[src/rtl/luh_pkg.sv]
package luh_pkg;
  localparam int INSTR_W = 32;
  localparam int REG_W   = 5;
  localparam int OP_W    = 6;
  localparam int OP_LSB  = 26;
  localparam int RS_LSB  = 21;
  localparam int RT_LSB  = 16;
  localparam int RD_LSB  = 11;

  localparam logic [OP_W-1:0] OP_REG   = 6'h00;
  localparam logic [OP_W-1:0] OP_LOAD  = 6'h23;
  localparam logic [OP_W-1:0] OP_STORE = 6'h2B;

  typedef struct packed {
    logic       reg_wr;
    logic       mem_to_reg;
    logic       mem_rd;
    logic       mem_wr;
    logic       reg_dst;
    logic       alu_src;
    logic [1:0] alu_op;
  } ctrl_t;

  localparam int CTRL_W = $bits(ctrl_t);

  function automatic logic [REG_W-1:0] field_rs(input logic [INSTR_W-1:0] w);
    return w[RS_LSB +: REG_W];
  endfunction

  function automatic logic [REG_W-1:0] field_rt(input logic [INSTR_W-1:0] w);
    return w[RT_LSB +: REG_W];
  endfunction

  function automatic logic [REG_W-1:0] field_rd(input logic [INSTR_W-1:0] w);
    return w[RD_LSB +: REG_W];
  endfunction

  function automatic ctrl_t decode_ctrl(input logic [INSTR_W-1:0] w);
    ctrl_t c;
    c = '0;
    if (w != '0) begin
      unique case (w[OP_LSB +: OP_W])
        OP_LOAD: begin
          c.reg_wr = 1'b1; c.mem_to_reg = 1'b1; c.mem_rd = 1'b1; c.alu_src = 1'b1;
        end
        OP_STORE: begin
          c.mem_wr = 1'b1; c.alu_src = 1'b1;
        end
        OP_REG: begin
          c.reg_wr = 1'b1; c.reg_dst = 1'b1; c.alu_op = 2'b10;
        end
        default: c = '0;
      endcase
    end
    return c;
  endfunction

  function automatic logic reads_loaded(input logic mem_rd,
                                        input logic [REG_W-1:0] load_dst,
                                        input logic [REG_W-1:0] src);
    return mem_rd && (load_dst == src);
  endfunction
endpackage

[src/rtl/luh_decode.sv]
module luh_decode
  import luh_pkg::*;
(
  input  logic [INSTR_W-1:0] instr,
  output ctrl_t              ctrl
);
  assign ctrl = decode_ctrl(instr);
endmodule

[src/rtl/luh_hazard_detect.sv]
module luh_hazard_detect
  import luh_pkg::*;
#(
  parameter int NSRC = 2
)(
  input  logic                        rst_n,
  input  logic                        ex_mem_rd,
  input  logic [REG_W-1:0]            ex_load_dst,
  input  logic [NSRC-1:0][REG_W-1:0]  id_src,
  output logic                        hazard,
  output logic                        pc_we,
  output logic                        ifid_we,
  output logic                        zero_ctrl
);
  logic [NSRC-1:0] src_hit;

  for (genvar g = 0; g < NSRC; g++) begin : g_src
    assign src_hit[g] = reads_loaded(ex_mem_rd, ex_load_dst, id_src[g]);
  end

  assign hazard    = rst_n && (|src_hit);
  assign pc_we     = !hazard;
  assign ifid_we   = !hazard;
  assign zero_ctrl = hazard;
endmodule

[src/rtl/luh_pipe_top.sv]
module luh_pipe_top
  import luh_pkg::*;
#(
  parameter int PC_W = 32
)(
  input  logic               clk,
  input  logic               rst_n,
  input  logic [31:0]        fetch_instr,
  output logic [PC_W-1:0]    pc_q,
  output logic [31:0]        ifid_instr,
  output logic [7:0]         idex_ctrl,
  output logic [4:0]         idex_rs,
  output logic [4:0]         idex_rt,
  output logic [4:0]         idex_rd,
  output logic               pc_we,
  output logic               ifid_we,
  output logic               bubble
);
  localparam logic [PC_W-1:0] PC_STEP = PC_W'(INSTR_W / 8);
  localparam int NSRC = 2;

  logic [PC_W-1:0]           pc_r;
  logic [INSTR_W-1:0]        ifid_r;
  ctrl_t                     idex_ctrl_r;
  logic [REG_W-1:0]          idex_rs_r, idex_rt_r, idex_rd_r;
  ctrl_t                     dec_ctrl;
  ctrl_t                     ctrl_in;
  logic [NSRC-1:0][REG_W-1:0] id_src;
  logic                      hazard, pc_we_w, ifid_we_w, zero_ctrl_w;

  luh_decode u_dec (
    .instr (ifid_r),
    .ctrl  (dec_ctrl)
  );

  assign id_src[0] = field_rs(ifid_r);
  assign id_src[1] = field_rt(ifid_r);

  luh_hazard_detect #(.NSRC(NSRC)) u_haz (
    .rst_n       (rst_n),
    .ex_mem_rd   (idex_ctrl_r.mem_rd),
    .ex_load_dst (idex_rt_r),
    .id_src      (id_src),
    .hazard      (hazard),
    .pc_we       (pc_we_w),
    .ifid_we     (ifid_we_w),
    .zero_ctrl   (zero_ctrl_w)
  );

  assign ctrl_in = zero_ctrl_w ? ctrl_t'('0) : dec_ctrl;

  always_ff @(posedge clk or negedge rst_n) begin
    if (!rst_n) begin
      pc_r <= '0;
    end else if (pc_we_w) begin
      pc_r <= pc_r + PC_STEP;
    end
  end

  always_ff @(posedge clk or negedge rst_n) begin
    if (!rst_n) begin
      ifid_r <= '0;
    end else if (ifid_we_w) begin
      ifid_r <= fetch_instr;
    end
  end

  always_ff @(posedge clk or negedge rst_n) begin
    if (!rst_n) begin
      idex_ctrl_r <= '0;
      idex_rs_r   <= '0;
      idex_rt_r   <= '0;
      idex_rd_r   <= '0;
    end else begin
      idex_ctrl_r <= ctrl_in;
      idex_rs_r   <= field_rs(ifid_r);
      idex_rt_r   <= field_rt(ifid_r);
      idex_rd_r   <= field_rd(ifid_r);
    end
  end

  assign pc_q       = pc_r;
  assign ifid_instr = ifid_r;
  assign idex_ctrl  = idex_ctrl_r;
  assign idex_rs    = idex_rs_r;
  assign idex_rt    = idex_rt_r;
  assign idex_rd    = idex_rd_r;
  assign pc_we      = pc_we_w;
  assign ifid_we    = ifid_we_w;
  assign bubble     = hazard;
endmodule

[config.mk]
export PLATFORM = sky130hd
export DESIGN_NAME = luh_pipe_top
export DESIGN_NICKNAME = d
export VERILOG_FILES = /design/src/rtl/luh_pkg.sv /design/src/rtl/luh_decode.sv /design/src/rtl/luh_hazard_detect.sv /design/src/rtl/luh_pipe_top.sv
export SDC_FILE = /design/constraint.sdc
export NUM_CORES = 1
export LEC_CHECK = 0
export CORE_ASPECT_RATIO = 0.8
export CORE_MARGIN = 2
export CORE_UTILIZATION = 35
export DETAILED_ROUTE_END_ITERATION = 10
export PLACE_DENSITY_LB_ADDON = 0.2
export SLEW_MARGIN = 20
export SYNTH_ARGS = -nofsm -noshare
export SYNTH_HDL_FRONTEND = slang
export SYNTH_SLANG_ARGS = --single-unit
[constraint.sdc]
create_clock -name clk -period 3.74 [get_ports clk]
set_input_delay 0.374 -clock clk [delete_from_list [all_inputs] [get_ports clk]]
set_output_delay 0.374 -clock clk [all_outputs]
set_load 0.01 [all_outputs]
==> results.cfg <==
[outcome]
status = finished, final reports clean

[sta]
setup_ws_ns = 1.16
slew_headroom_pct = 49.1
final-hold-violation-count = 0
setup_violations = 0
grt_setup_unrepaired = false
clock.fmax_mhz = 388
drv_slew = 0
finalCritPeriodShare_pct = 68.9
fin_crit_ns = 2.58
worstMarginPinSlew_ns = 0.763
setup_tns_ns = 0
clock_skew_ns = 0.00683

[finish]
final_nets = 419
diodes = 0
area_growth_pct = 45.9
drive_gt1_share_pct = 13.6

[synth]
synth_edf_count = 0
synth_cell_types = 27
synthesis.area_um2 = 3410
synthFlopType = dfrtp_1
synth_top_area_share_pct = 60.2
syn_area_per_cell_um2 = 12.9
synth_area_leader_cell = dfrtp_1
syn_inst = 264
ys_seq_elements = 82
yosysWarnings = 0
ys_seq_area_share_pct = 60.2
ys_async_sr_fraction_pct = 100
synth_common_cells = dfrtp_1, xnor2_1, mux2_2
yosysMostFrequentCell = dfrtp_1
synth_area_leaders = dfrtp_1, mux2_2, xnor2_1, nand3_1, xor2_1

[critical_path]
timing.critical_path.arrival_ns = 2.20
rr_endpoint = idex_ctrl[4]
crit_type = input port to output pin
required_ns = 3.37
r2r-start = ifid_instr[19]
r2r_cells = 6
crit_path_end_kind = output pin
ff2ff_setup_slack_ns = 1.43
path_max_fanout = 4
startpoint_type = input port
critPathLaunch = rst_n

[worst_hold_path]
min-delay-path-class = input port to asynchronous set/reset pin

[place]
dpl_worst_slack_ns = 1.39
globalplace.congestion = 0.729
port_buffers = 120
dp.final_hpwl_mm = 5.43

[grt]
grt_pass1_wl_mm = 12.7
grt_usage_pct = 15.5
antenna_found_initial = 0
grt_pass1_vias = 2445
overflow = 0
grt_max_degree = 81

[clocking]
post_cts_resize_count = 0
clk_latency_ns = 0.32
path_clk_slew_ns = 0.06
cts_tree = done
cts_num_sinks = 82
cts_max_level = 3
clock_path_buffers = 2
postCtsSetupBuffers = 0
cts_buffers = 9
root_buffer = clkbuf_16

[power_and_ir_drop]
ir_worst_vdd_uv = 261
seq_power_share_pct = 47.8
leakagePower_nw = 2.07
share_comb_of_total_power_pct = 13.5
pwr-share-clk_pct = 38.7
total_power_w = 0.00214
switching_share_pct = 24.1
switchingPower_w = 0.000515
cellPowerDensity_nw_per_um2 = 430
p_int_w = 0.00162

[die]
die_y_um = 92.3
io_pins = 124
die_x_um = 114
rows = 32
start_util_pct = 35.6
fp.coreArea_um2 = 9570
dieArea_um2 = 10500

[drt]
drcViolationCount = 0
ant_nets = 0
drtPass1Iterations = 5
wl_per_cell_um = 15.3
routed_wl_mm = 7.80
vias = 2437
viasPerCell = 4.80
first_iter_violations = 74

[run]
maxCapViolations = 0
## kinds of logic (layout without fill, tap and decap cells)
logic type | Yosys count | count (layout) | synth area share, %
multiplexers | 32 | 32 | 11.2
buffers and inverters | 18 | 141 | 3.45
AND/OR/NAND/NOR | 87 | 87 | 13.8
XOR/XNOR | 39 | 39 | 10.0
adder cells (fa/ha/maj) | 1 | 1 | 0.367
AO/OA/AOI/OAI | 4 | 4 | 0.807
flip-flops | 82 | 82 | 60.2
other | 1 | 3 | 0.110
## worst max-delay path, stage by stage
cell	delay, ns
dlygate4sd3_1	0.54
buf_4	0.16
nand2_1	0.10
nor2_1	0.06
a22oi_2	0.34
clkdlybuf4s50_1	0.62
## registers in the layout, indices dropped and copies added, names as in the netlist
| name | flops |
|---|---|
| idex_rs | 5 |
| idex_rt | 5 |
| pc_q | 30 |
| idex_ctrl | 5 |
| idex_rd | 5 |
| ifid_instr | 32 |
## metal layers
metal	up-vias	track usage (%)	wire length, um
met5	-	0	0
met4	0	4.88	80
met3	6	4.56	427
met2	66	22.7	3480
met1	1211	22.0	3810
li1	1154	-	-
## worst max-delay path by stage
stage,cells after the start,to
finish,6,ifid_we
global route,8,idex_ctrl[4]
CTS,6,ifid_we
detailed placement,6,idex_ctrl[4]
global placement,7,idex_ctrl[4]
floorplan,6,pc_we
## area by class of cell
type                    instances  area, um^2
clock buffers                  11         253
flip-flops and latches         82        2050
inverters                       2        7.51
clock inverters                 5        38.8
well taps                     119         149
multi-input cells             166        1250
fillers                       868        4600
repair buffers                123        1230
## placed cells by master, fill, tap and decap left out, drive strengths merged
cell / count
clkdlybuf4s50: 119
dfrtp: 82
mux2: 32
xnor2: 28
nand3: 21
nand4: 12
xor2: 11
nand2: 11
and3: 11
clkbuf: 11
nor2: 10
nor4: 9
nor3: 7
clkinv: 4
and4: 3
conb: 3
buf: 3
inv: 2
o21ai: 2
and2: 2
a22oi: 1
nand2b: 1
a21oi: 1
ha: 1
clkinvlp: 1
dlygate4sd3: 1
## timing repair
item | in CTS | in global routing
endpoints found under the setup margin | 0 | 0
hold buffers | 1 | 0
hold endpoints to repair | 2 | 0
## power groups by stage
| stage | combinational, W | sequential [W] | clock, W |
|---|---|---|---|
| after floorplan | 0.0000729 | 0.00105 | 0 |
| after global placement | 0.000290 | 0.00104 | 0 |
| after detailed placement | 0.000290 | 0.00104 | 0 |
| after CTS | 0.000293 | 0.00102 | 0.000866 |
| after global routing | 0.000312 | 0.00104 | 0.000897 |
| final | 0.000288 | 0.00102 | 0.000828 |
## through the flow
| stage | area (um^2) | util, % | hold WS, ns | instances |
|---|---|---|---|---|
| 2_1_floorplan | 3420 | - | 0.0784 | 266 |
| 5_1_grt | 4970 | 52.0 | 0.398 | 508 |
| 3_3_place_gp | 4670 | 48.8 | 0.176 | 491 |
| 6_report | 4970 | 52.0 | 0.386 | 508 |
| 4_1_cts | 4970 | 51.9 | 0.366 | 508 |
| 3_5_place_dp | 4670 | 48.8 | 0.175 | 491 |
(Power assumes the default switching activity.)
